File: src/rtl/wtrip_pkg.sv
package wtrip_pkg;
  localparam int REG_W       = 16;
  localparam int ADDR_LO_FLG = 'h2;
  localparam int ADDR_HI_FLG = 'h3;
  localparam int ADDR_LO_EN  = 'h8;
  localparam int ADDR_HI_EN  = 'h9;
endpackage

File: src/rtl/wtrip_compare.sv
module wtrip_compare #(
  parameter int NCH = 16,
  parameter int DW  = 16,
  localparam int CW = $clog2(NCH)
) (
  input  logic              clk,
  input  logic              rst_n,
  input  logic              take,
  input  logic [CW-1:0]     chan,
  input  logic [DW-1:0]     data,
  input  logic [NCH*DW-1:0] lo_thr,
  input  logic [NCH*DW-1:0] hi_thr,
  output logic [NCH-1:0]    lo_hit,
  output logic [NCH-1:0]    hi_hit
);
  for (genvar n = 0; n < NCH; n++) begin : g_ch
    logic sel;
    assign sel       = take && (chan == CW'(n));
    assign lo_hit[n] = sel && (data < lo_thr[n*DW +: DW]);
    assign hi_hit[n] = sel && (data > hi_thr[n*DW +: DW]);
  end

  // at most one channel trips per sample
  assert_single_chan_R11: assert property (@(posedge clk) disable iff (!rst_n)
    $onehot0(lo_hit | hi_hit));
endmodule

File: src/rtl/wtrip_flagreg.sv
module wtrip_flagreg #(
  parameter int W = 16
) (
  input  logic         clk,
  input  logic         rst_n,
  input  logic         wr_en,
  input  logic [W-1:0] wr_data,
  input  logic [W-1:0] set_i,
  output logic [W-1:0] q
);
  always_ff @(posedge clk) begin
    if (!rst_n) q <= '0;
    else        q <= (wr_en ? wr_data : q) | set_i;
  end

  assert_sticky_R3: assert property (@(posedge clk) disable iff (!rst_n)
    !wr_en |=> ((q & $past(q)) == $past(q)));

  assert_hw_wins_R5: assert property (@(posedge clk) disable iff (!rst_n)
    (set_i != '0) |=> ((q & $past(set_i)) == $past(set_i)));
endmodule

File: src/rtl/wtrip_irq_unit.sv
module wtrip_irq_unit #(
  parameter int NCH = 16,
  parameter int DW  = 16,
  parameter int AW  = 4,
  localparam int CW = $clog2(NCH),
  localparam int RW = wtrip_pkg::REG_W
) (
  input  logic              clk,
  input  logic              rst_n,
  input  logic              smp_valid,
  output logic              smp_ready,
  input  logic [CW-1:0]     smp_chan,
  input  logic [DW-1:0]     smp_data,
  input  logic [NCH*DW-1:0] lo_thr_flat,
  input  logic [NCH*DW-1:0] hi_thr_flat,
  input  logic [AW-1:0]     reg_addr,
  input  logic              reg_we,
  input  logic [RW-1:0]     reg_wdata,
  output logic [RW-1:0]     reg_rdata,
  output logic              irq
);
  import wtrip_pkg::*;

  logic [NCH-1:0] lo_hit, hi_hit, lo_q, hi_q;
  logic [NCH-1:0] lo_en, hi_en;
  logic sel_lf, sel_hf, sel_le, sel_he;

  assign smp_ready = rst_n;

  assign sel_lf = reg_addr == AW'(ADDR_LO_FLG);
  assign sel_hf = reg_addr == AW'(ADDR_HI_FLG);
  assign sel_le = reg_addr == AW'(ADDR_LO_EN);
  assign sel_he = reg_addr == AW'(ADDR_HI_EN);

  wtrip_compare #(.NCH(NCH), .DW(DW)) u_cmp (
    .clk(clk), .rst_n(rst_n),
    .take(smp_valid && smp_ready), .chan(smp_chan), .data(smp_data),
    .lo_thr(lo_thr_flat), .hi_thr(hi_thr_flat),
    .lo_hit(lo_hit), .hi_hit(hi_hit));

  wtrip_flagreg #(.W(NCH)) u_lo_flags (
    .clk(clk), .rst_n(rst_n), .wr_en(reg_we && sel_lf),
    .wr_data(reg_wdata[NCH-1:0]), .set_i(lo_hit), .q(lo_q));

  wtrip_flagreg #(.W(NCH)) u_hi_flags (
    .clk(clk), .rst_n(rst_n), .wr_en(reg_we && sel_hf),
    .wr_data(reg_wdata[NCH-1:0]), .set_i(hi_hit), .q(hi_q));

  always_ff @(posedge clk) begin
    if (!rst_n) begin
      lo_en <= '0;
      hi_en <= '0;
      irq   <= 1'b0;
    end else begin
      if (reg_we && sel_le) lo_en <= reg_wdata[NCH-1:0];
      if (reg_we && sel_he) hi_en <= reg_wdata[NCH-1:0];
      irq <= |((lo_q & lo_en) | (hi_q & hi_en));
    end
  end

  always_comb begin
    reg_rdata = '0;
    if (sel_lf) reg_rdata[NCH-1:0] = lo_q;
    if (sel_hf) reg_rdata[NCH-1:0] = hi_q;
    if (sel_le) reg_rdata[NCH-1:0] = lo_en;
    if (sel_he) reg_rdata[NCH-1:0] = hi_en;
  end

  assert_irq_follows_R6: assert property (@(posedge clk) disable iff (!rst_n)
    1'b1 |=> (irq == |(($past(lo_q) & $past(lo_en)) | ($past(hi_q) & $past(hi_en)))));

  assert_ready_R10: assert property (@(posedge clk) disable iff (!rst_n)
    smp_ready);

  assert_unmapped_zero_R9: assert property (@(posedge clk) disable iff (!rst_n)
    !(sel_lf || sel_hf || sel_le || sel_he) |-> (reg_rdata == '0));
endmodule

File: config.mk
export PLATFORM = sky130hd
export DESIGN_NAME = wtrip_irq_unit
export DESIGN_NICKNAME = d
export VERILOG_FILES = /design/src/rtl/wtrip_pkg.sv /design/src/rtl/wtrip_compare.sv /design/src/rtl/wtrip_flagreg.sv /design/src/rtl/wtrip_irq_unit.sv
export SDC_FILE = /design/constraint.sdc
export NUM_CORES = 1
export LEC_CHECK = 0
export BUFFER_PORTS_ARGS = -buffer_cell sky130_fd_sc_hd__buf_2
export CORE_AREA = 2 2 226 228
export CTS_CLUSTER_DIAMETER = 200
export DETAILED_ROUTE_END_ITERATION = 16
export DIE_AREA = 0 0 228 230
export PLACE_DENSITY = 0.59
export SLEW_MARGIN = 20
export SYNTH_ARGS = -nofsm -noshare
export SYNTH_HDL_FRONTEND = slang
export SYNTH_SLANG_ARGS = --single-unit
File: constraint.sdc
create_clock -name clk -period 4.8 [get_ports clk]
set_clock_uncertainty 0.05 [all_clocks]
set_input_delay 0.96 -clock clk [delete_from_list [all_inputs] [get_ports clk]]
set_output_delay 0.96 -clock clk [all_outputs]
set_load 0.02 [all_outputs]
Word-level counts from Yosys, hierarchy flattened
Index checks and enable logic that the tools add are counted.
{"block": "op_classes", "n_eq_ne": 19, "n_bitwise": 5, "mux": 6, "n_lt_le_gt_ge": 32, "reduce_logical": 55}
{"op": "$gt 16x16->1", "n": 16}
{"op": "$lt 16x16->1", "n": 16}
{"op": "$mux 16", "n": 6}
{"op": "$logic_and 1x1->1", "n": 53}
{"op": "$or 16x16->16", "n": 3}
{"op": "$eq 4x4->1 const B", "n": 10}
{"op": "$and 16x16->16", "n": 2}
{"op": "$eq 4x2->1 const B", "n": 4}
{"op": "$eq 4x3->1 const B", "n": 4}
{"op": "$reduce_or 16->1", "n": 1}
{"op": "$eq 4x1->1 const B", "n": 1}
{"op": "$logic_not 4->1", "n": 1}
{"block": "word_totals", "output_inout_bits": 18, "regBits": 65, "inputBits": 556, "wordCells": 122}

Depth between registers and ports, before layout
Gate-level depths: netlist of the first run.
{"block": "logic_depth", "depth_word": 5, "depth_mapped": 8, "depth_no_buf": 7}

By module
A second synthesis of the first run with hierarchy kept.
{"block": "unflattened", "cells_unflattened": 2062, "area_unflattened_um2": 15697.6}
{"module": "wtrip_compare", "cells_per_inst": 1725, "area_per_inst_um2": 12411.9, "instances": 1, "seq_area_each_um2": 0.0}
{"module": "wtrip_irq_unit", "cells_per_inst": 233, "area_per_inst_um2": 1889.3, "instances": 1, "seq_area_each_um2": 660.6}
{"module": "wtrip_flagreg", "cells_per_inst": 52, "area_per_inst_um2": 698.2, "instances": 2, "seq_area_each_um2": 320.3}

Worst setup path before layout of the first run
Ideal clock, no wire load.
{"block": "synth_path", "path_kind": "input to output", "start": "input reg_addr[1]", "end": "output reg_rdata[10]", "path_stages": 4, "required_ps": 3790, "path_buffers": 2, "t_arrival_ps": 2126, "setup_slack_ps": 1664, "path_cell_list": "or3b_2 > clkbuf_1 > buf_2 > o22ai_1"}
{"block": "synth_via", "elab_chain_cells": 5, "word_cells_on_any_way": 8, "cone_classes": "eq/ne (4); mux (4)"}
{"element": "start, declared", "line": "wtrip_irq_unit.sv:16", "rtl": "input logic [AW-1:0] reg_addr,"}
{"element": "$eq 4x2->1", "line": "wtrip_irq_unit.sv:30", "rtl": "assign sel_lf = reg_addr == AW'(ADDR_LO_FLG);"}
{"element": "$mux 16", "line": "wtrip_irq_unit.sv:63", "rtl": "if (sel_lf) reg_rdata[NCH-1:0] = lo_q;"}
{"element": "$mux 16", "line": "wtrip_irq_unit.sv:64", "rtl": "if (sel_hf) reg_rdata[NCH-1:0] = hi_q;"}
{"element": "$mux 16", "line": "wtrip_irq_unit.sv:65", "rtl": "if (sel_le) reg_rdata[NCH-1:0] = lo_en;"}
{"element": "$mux 16 (*)", "line": "wtrip_irq_unit.sv:66", "rtl": "if (sel_he) reg_rdata[NCH-1:0] = hi_en;"}
{"element": "end, declared", "line": "wtrip_irq_unit.sv:19", "rtl": "output logic [RW-1:0] reg_rdata,"}
Mark *: on every way between the ends. The rest lies on a longest branch, timed or not.

Worst setup path in the final report of the first run
{"block": "layout_path", "start": "input reg_addr[2]", "end": "output reg_rdata[0]"}
The elaborated chain is that of the path after synthesis.

==> results of run 1 <==
[registers in the layout, summed over array words and instances (netlist names)]
register and flops:
u_hi_flags.q 16, irq 1, hi_en 16, u_lo_flags.q 16
lo_en 16
[layout make-up]
cell class / count / area [sq um]
Tap cell: 672 / 841
Inverter: 483 / 1810
Clock inverter: 6 / 35.0
Fill cell: 5298 / 30400
Timing Repair Buffer: 594 / 3030
Antenna cell: 4 / 10.0
Multi-Input combinational cell: 1527 / 12200
Clock buffer: 10 / 229
Sequential cell: 65 / 1300
[report_power, final]
group	switching [mW]	internal, mW
Sequential	0.0135	0.550
Clock	0.280	0.347
Combinational	0.787	0.597
[how the worst max path moves through the flow]
stage / slack (ns) / endpoint / depth (start not counted) / startpoint
finish: 1.08 / reg_rdata[0] / 5 / reg_addr[2]
global route: 0.99 / reg_rdata[0] / 5 / reg_addr[2]
CTS: 1.12 / reg_rdata[0] / 5 / reg_addr[2]
detailed placement: 1.10 / u_lo_flags.q[6]$_SDFF_PN0_ / 8 / smp_data[13]
global placement: 1.10 / u_lo_flags.q[6]$_SDFF_PN0_ / 8 / smp_data[13]
floorplan: 1.66 / reg_rdata[10] / 4 / reg_addr[1]
[cell families after synthesis]
logic type / Yosys count
buf+inv: 507
fa+ha+maj: 496
mux: 62
compound gates: 518
simple gates: 451
flops: 65
[synthesized netlist by cell type, types with 18 or more instances]
cell type / n
o21ai_0: 54
a21oi_1: 278
a2111oi_0: 29
a21o_1: 52
a22oi_1: 18
dfxtp_1: 65
nand4_1: 95
ha_1: 496
nand3_1: 45
o2bb2ai_1: 26
mux2i_1: 62
nor2b_1: 32
inv_1: 483
nand2_1: 163
nor2_1: 64
[stage by stage]
| stage | worst slack [ns] | power (mW) | cells | util, % | hold WS (ns) |
|---|---|---|---|---|---|
| after CTS | 1.12 | 2.60 | 3357 | 39.0 | 0.428 |
| after detailed placement | 1.10 | 1.96 | 3341 | 38.5 | 0.419 |
| after global routing | 0.992 | 2.81 | 3358 | 39.0 | 0.453 |
| after global placement | 1.10 | 1.90 | 3341 | 38.5 | 0.407 |
| after floorplan | 1.66 | 1.31 | 2099 | - | 0.398 |
| final | 1.08 | 2.58 | 3361 | 39.0 | 0.429 |
[worst max-delay path: stages]
cell	delay [ns]
buf_2	0.12
nor2_1	0.25
nand2_1	0.59
o22ai_1	0.51
buf_2	0.27
[routing by layer]
metal	wire, um	up-vias
met5	12	-
met4	2450	2
met3	3480	137
met2	33600	592
met1	30500	8087
li1	-	8538
==> reports/qor.csv, run 1 <==
stage,metric,value,unit
die,DIE HEIGHT,230,um
sta,worst-margin pin slew,1.10,ns
synth,cell count after synthesis,2099,
global_route,global-route wire length before repair,105,mm
sta,fmax,0.269,GHz
synth,sequential share of the synthesized area,8.43,%
global_route,M3 GR Usage,3.35,%
pwr,leak pwr,11.5,nW
run_status,status,completed,
synth,number of flops mapped to enable cells by yosys,0,
die,I/O pin total,574,
placement,Post-DP Area,19200,sq um
setup_path,critical path class,input pin to output pin,
sta,Fin. Hold Viols,0,
die,Initial Util,30.9,%
global_route,met2 usage,46.7,%
clock_tree,clk sinks,65,
sta,TNS Setup,0,ns
setup_path,worst-path fanout max,16,
clock_tree,setup bufs post-CTS,0,
global_route,Total GRT Usage,26.2,%
layout,"commonest non-fill, non-tap cells in the layout","572 x buf_2, 496 x ha_1, 481 x inv_1",
synth,Synth Area in Adders,40.2,%
synth,ys async rst share,0,%
global_route,global routing usage on met1,32.2,%
global_route,GR peak layer,met2,
detailed_routing,Vias,17356,
setup_path,Worst R2R Start,u_hi_flags.q[1]$_SDFF_PN0_,
detailed_routing,drt drc,0,
global_route,largest net degree at the start of global routing,40,
global_route,number of global-route vias before repair,18233,
detailed_routing,drt via density,5.16,
layout,nets,3732,
die,Horiz. Die Dim,228,um
detailed_routing,final wirelength,70.1,mm
clock_tree,hold buffers post-CTS,0,
placement,HPWL Detailed,57.4,mm
sta,Final Max Slew Viols,0,
synth,Syn Nets,3151,
placement,PortBufs,573,
worst_hold_path,WHS Path Cells,2,
synth,multiplexer share of the synthesized area,4.02,%
layout,Post-Layout Inst Area,19500,sq um
synth,YS warnings,0,
synth,Post-Synth Simple-Gate Area,14.8,%
synth,Synth Flop Type,dfxtp_1,
worst_hold_path,hold wc startpoint,hi_en[1]$_SDFFE_PN0P_,
synth,compound-gate portion of the synthesized area,20.1,%
clock_tree,clock root buffer,clkbuf_16,
synth,post-synth top area cell,ha_1,
setup_path,R2R depth,4,
setup_path,Worst EP arrival,2.71,ns
sta,RSZ-0062 raised after global routing,false,
synth,Syn Std Cell Area,15400,sq um
worst_hold_path,hold endpoint,hi_en[1]$_SDFFE_PN0P_,
synth,Syn Area/Cell,7.35,sq um
sta,Relative slew margins,26.4,%
pwr,pwr/cell area,132,nW/um^2
clock_tree,CTS resizes,0,
layout,layout cells sized above 1,23.6,%
die,core area,49900,sq um
synth,Yosys reg bits,65,
layout,"most common cell after layout, fill and taps aside",buf_2,
run,max_cap viols,0,
synth,Netlist cell types,47,
placement,Final Wtd Congestion,0.935,
synth,Synth Area in XOR/XNOR,0,%
clock_tree,CTS tree,done,
clock_tree,total CTS buffers,9,
synth,post-synth top area share,40.2,%
pwr,VDD IR max,0.000157,V
detailed_routing,Wirelength per Cell,20.8,um
setup_path,R2R setup slack,3.22,ns
global_route,Congestion Overflow GR,0,
setup_path,r2r endpoint,irq$_SDFF_PN0_,
die,row count,82,
worst_hold_path,HP Class,register to register,
detailed_routing,drt initial violations,726,
clock_tree,"Clk Latency, worst-skew pair",0.34,ns
clock_tree,H-tree Lvls,3,
sta,crit share post-route,77.4,%
synth,largest family of logic cells by synthesized area,adder cells,
sta,setup violators final,0,
detailed_routing,Pre-antenna DRT Iters,5,
clock_tree,clock transition at the registers of the reported paths,0.06,ns
detailed_routing,Routed Antenna Nets,0,
sta,fin crit period,3.72,ns
setup_path,required time of the critical path,3.79,ns
die,die area,52400,sq um
clock_tree,Clock Tree Buf Depth,2,
layout,Area Growth Syn to Fin,26.1,%
global_route,antenna violations before repair,5,
setup_path,crit end category,output pin,
setup_path,crit start category,input pin,
synth,"top cells by area, synth","ha_1 40%, inv_1 12%, a21oi_1 9.0%",
Note: power is estimated with default switching activity, not from simulation.
==> run 2, diff against run 1 <==
- clock period: 4.8 -> 3.6 ns (I/O delays scaled with it)
==> reports/qor.csv, run 2 (synthesized netlist as in run 1, its figures left out) <==
stage,metric,value,unit
run_status,status,completed,
sta,Fin. Hold Viols,0,
worst_hold_path,HP Class,register to register,
clock_tree,clock transition at the registers of the reported paths,0.06,ns
layout,layout cells sized above 1,24.0,%
placement,pre-CTS WS,0.476,ns
clock_tree,setup bufs post-CTS,0,
layout,Final Core Density,39.5,%
layout,"commonest non-fill, non-tap cells in the layout","573 x buf_2, 496 x ha_1, 481 x inv_1",
pwr,pwr/cell area,180,nW/um^2
setup_path,Critical Path Start,reg_addr[1],
setup_path,required time of the critical path,2.83,ns
setup_path,CP max-delay cell,or3b_2,
clock_tree,"Clk Latency, worst-skew pair",0.34,ns
sta,Relative slew margins,26.5,%
run,max_cap viols,0,
setup_path,crit start category,input pin,
layout,"most common cell after layout, fill and taps aside",buf_2,
global_route,global-route wire length before repair,103,mm
sta,fmax,0.329,GHz
sta,worst-margin pin slew,1.10,ns
die,I/O pin total,574,
setup_path,most numerous cell on the critical path,buf_2,
clock_tree,total CTS buffers,9,
clock_tree,clk sinks,65,
detailed_routing,drt via density,5.19,
clock_tree,Clock Tree Buf Depth,2,
global_route,Total GRT Usage,25.7,%
setup_path,crit end category,output pin,
clock_tree,clock root buffer,clkbuf_16,
global_route,antenna violations before repair,9,
clock_tree,CTS tree,done,
layout,"Cell Count, Final, Fillers Out",3374,
placement,PortBufs,573,
detailed_routing,drt drc,0,
sta,RSZ-0062 raised after global routing,false,
detailed_routing,drt initial violations,890,
placement,Placed Cells,3353,
global_route,largest net degree at the start of global routing,33,
sta,TNS Setup,0,ns
detailed_routing,Pre-antenna DRT Iters,5,
placement,Final Wtd Congestion,0.959,
pwr,leak pwr,11.6,nW
die,DIE HEIGHT,230,um
detailed_routing,final wirelength,69.7,mm
placement,HPWL Detailed,58.0,mm
die,Horiz. Die Dim,228,um
die,core area,49900,sq um
setup_path,"Largest stage delay, worst path",0.76,ns
sta,fin crit period,3.04,ns
layout,Area Growth Syn to Fin,27.6,%
pwr,VDD IR max,0.000190,V
setup_path,CP Cell Sequence,buf_2 -> or3b_2 -> o22ai_1 -> buf_2,
sta,setup ws final,0.556,ns
sta,crit share post-route,84.6,%
die,row count,82,
pwr,Design Power,3.53,mW
worst_hold_path,hold wc startpoint,hi_en[4]$_SDFFE_PN0P_,
global_route,Congestion Overflow GR,0,
die,Initial Util,30.9,%
clock_tree,H-tree Lvls,3,
detailed_routing,Wirelength per Cell,20.7,um
setup_path,critical path class,input pin to output pin,
layout,nets,3744,
die,die area,52400,sq um
sta,Final Max Slew Viols,0,
setup_path,Worst EP arrival,2.27,ns
sta,setup violators final,0,
detailed_routing,Routed Antenna Nets,0,
setup_path,worst-path fanout max,16,
clock_tree,hold buffers post-CTS,0,
detailed_routing,Vias,17498,
setup_path,Worst R2R Start,u_hi_flags.q[1]$_SDFF_PN0_,
clock_tree,CTS resizes,0,
global_route,number of global-route vias before repair,17890,
## run 2: report_power, final
group	internal, mW	switching [mW]	leakage [nW]	total [mW]
combinational	0.815	1.06	11.0	1.87
sequential	0.734	0.0173	0.525	0.751
clock	0.539	0.369	0.143	0.908
total	2.09	1.44	11.6	3.53
## run 2: metal layers
metal | part of all wire, % | up-vias | GRT usage, % | wire [um]
li1 | - | 8555 | - | -
met1 | 43 | 8211 | 31.4 | 29900
met2 | 49 | 613 | 46.8 | 34100
met3 | 5.5 | 115 | 3.50 | 3800
met4 | 2.6 | 4 | 7.15 | 1820
met5 | 0.039 | - | 0 | 27
## run 2: area by class of cell
type | count | area (sq um)
Clock inverter | 6 | 68.8
Clock buffer | 10 | 229
Timing Repair Buffer | 606 | 3220
Multi-Input combinational cell | 1527 | 12200
Sequential cell | 65 | 1300
Antenna cell | 5 | 12.5
Inverter | 483 | 1810
Tap cell | 672 | 841
Fill cell | 5304 | 30200
## run 2: per-stage QoR
step / cell area (sq um) / hold WS [ns]
2_1_floorplan: 15400 / 0.398
3_3_place_gp: 19400 / 0.405
3_5_place_dp: 19400 / 0.418
4_1_cts: 19700 / 0.427
5_1_grt: 19700 / 0.451
6_report: 19700 / 0.424
## run 2: worst paths after layout
kind	depth (start not counted)	to	slack, ns
worst max-delay path	4	reg_rdata[0]	0.56
worst min-delay path	2	hi_en[4]$_SDFFE_PN0P_	0.42
worst min register to register	2	hi_en[4]$_SDFFE_PN0P_	0.42
worst max register to register	4	irq$_SDFF_PN0_	1.98
## run 2: critical path, delay by kind of cell
| kind | cells | cell delay [ns] |
|---|---|---|
| simple gates | 1 | 0.76 |
| buf+inv | 2 | 0.39 |
| compound gates | 1 | 0.40 |
==> run 3, diff against run 2 <==
- clock period: 3.6 -> 2.95 ns (I/O delays scaled with it)
==> reports/qor.csv, run 3 (synthesized netlist as in run 1, its figures left out) <==
stage,metric,value,unit
sta,TNS Setup,0,ns
layout,"most common cell after layout, fill and taps aside",buf_2,
detailed_routing,Pre-antenna DRT Iters,6,
die,Initial Util,30.9,%
pwr,pwr/cell area,216,nW/um^2
placement,Post-DP Area,19500,sq um
placement,Final Wtd Congestion,0.931,
placement,PortBufs,573,
clock_tree,CTS tree,done,
clock_tree,CTS resizes,0,
global_route,Congestion Overflow GR,0,
layout,nets,3755,
clock_tree,"Clk Latency, worst-skew pair",0.34,ns
sta,Final Max Slew Viols,0,
detailed_routing,Wirelength per Cell,20.6,um
pwr,leak pwr,11.7,nW
placement,HPWL Detailed,58.0,mm
sta,fin crit period,2.82,ns
clock_tree,clock root buffer,clkbuf_16,
detailed_routing,Vias,17238,
setup_path,worst-path fanout max,17,
layout,fillers,5293,
global_route,global-route wire length before repair,103,mm
sta,fmax,0.355,GHz
global_route,number of global-route vias before repair,18023,
global_route,antenna violations before repair,6,
clock_tree,clock transition at the registers of the reported paths,0.06,ns
run,max_cap viols,0,
die,Horiz. Die Dim,228,um
sta,setup ws final,0.132,ns
run_status,status,completed,
pwr,VDD IR max,0.000210,V
sta,setup violators final,0,
clock_tree,total CTS buffers,9,
layout,Area Growth Syn to Fin,28.5,%
sta,RSZ-0062 raised after global routing,false,
clock_tree,clk sinks,65,
global_route,largest net degree at the start of global routing,33,
layout,Post-Layout Inst Area,19800,sq um
setup_path,crit end category,output pin,
worst_hold_path,HP Class,register to register,
setup_path,Worst EP arrival,2.18,ns
setup_path,critical path class,input pin to output pin,
layout,layout cells sized above 1,24.3,%
detailed_routing,drt drc,0,
die,die area,52400,sq um
sta,Fin. Hold Viols,0,
placement,pre-CTS WS,0.0564,ns
die,row count,82,
sta,Relative slew margins,40.0,%
sta,worst hold slack,0.419,ns
setup_path,required time of the critical path,2.31,ns
clock_tree,hold buffers post-CTS,0,
clock_tree,setup bufs post-CTS,0,
detailed_routing,drt via density,5.09,
die,core area,49900,sq um
clock_tree,Clock Tree Buf Depth,2,
die,I/O pin total,574,
setup_path,crit start category,input pin,
layout,"commonest non-fill, non-tap cells in the layout","573 x buf_2, 496 x ha_1, 481 x inv_1",
sta,crit share post-route,95.5,%
die,DIE HEIGHT,230,um
global_route,Total GRT Usage,25.9,%
sta,worst-margin pin slew,0.900,ns
detailed_routing,final wirelength,69.6,mm
pwr,Design Power,4.28,mW
clock_tree,H-tree Lvls,3,
detailed_routing,drt initial violations,778,
detailed_routing,Routed Antenna Nets,0,
run 3: final cells by class:
type | count | area, sq um | share of cell area, %
clock buffer | 10 | 239 | 1.21
multi-input combinational | 1527 | 12200 | 61.5
sequential | 65 | 1300 | 6.56
timing repair buffer | 617 | 3390 | 17.1
inverter | 483 | 1810 | 9.15
tap | 672 | 841 | 4.24
antenna | 4 | 10.0 | 0.0505
clock inverter | 6 | 42.5 | 0.215
run 3: power breakdown:
group          switching [mW]  internal (mW)  total (mW)  leakage (nW)
clock                   0.457          0.594        1.05         0.135
sequential             0.0207          0.895       0.916         0.525
combinational            1.29           1.02        2.31          11.1
total                    1.77           2.51        4.28          11.7
run 3: final timing paths:
check,start,to,slack [ns],cells after the start
setup / recovery,reg_addr[1],reg_rdata[0],0.13,4
hold / removal,lo_en[10]$_SDFFE_PN0P_,lo_en[10]$_SDFFE_PN0P_,0.42,2
setup reg to reg,u_hi_flags.q[1]$_SDFF_PN0_,irq$_SDFF_PN0_,1.32,4
hold reg to reg,lo_en[10]$_SDFFE_PN0P_,lo_en[10]$_SDFFE_PN0P_,0.42,2
run 3: through the flow:
step / instances / util [%]
global route: 3383 / 39.8
detailed placement: 3364 / 39.2
global placement: 3364 / 39.2
floorplan: 2099 / -
finish: 3384 / 39.8
CTS: 3380 / 39.8
run 3: worst max-delay path: stages:
cell and delay (ns):
buf_2 0.14, or3b_2 0.78, o22ai_1 0.42, buf_2 0.24
run 3: per-layer routing:
layer / part of all wire (%) / vias to the layer above / global-route usage [%] / wire (um)
met1: 43 / 7982 / 31.2 / 29700
met2: 49 / 557 / 46.6 / 33900
met5: 0.040 / - / 0 / 28
met3: 5.4 / 121 / 4.19 / 3770
met4: 3.1 / 6 / 8.48 / 2180
li1: - / 8572 / - / -
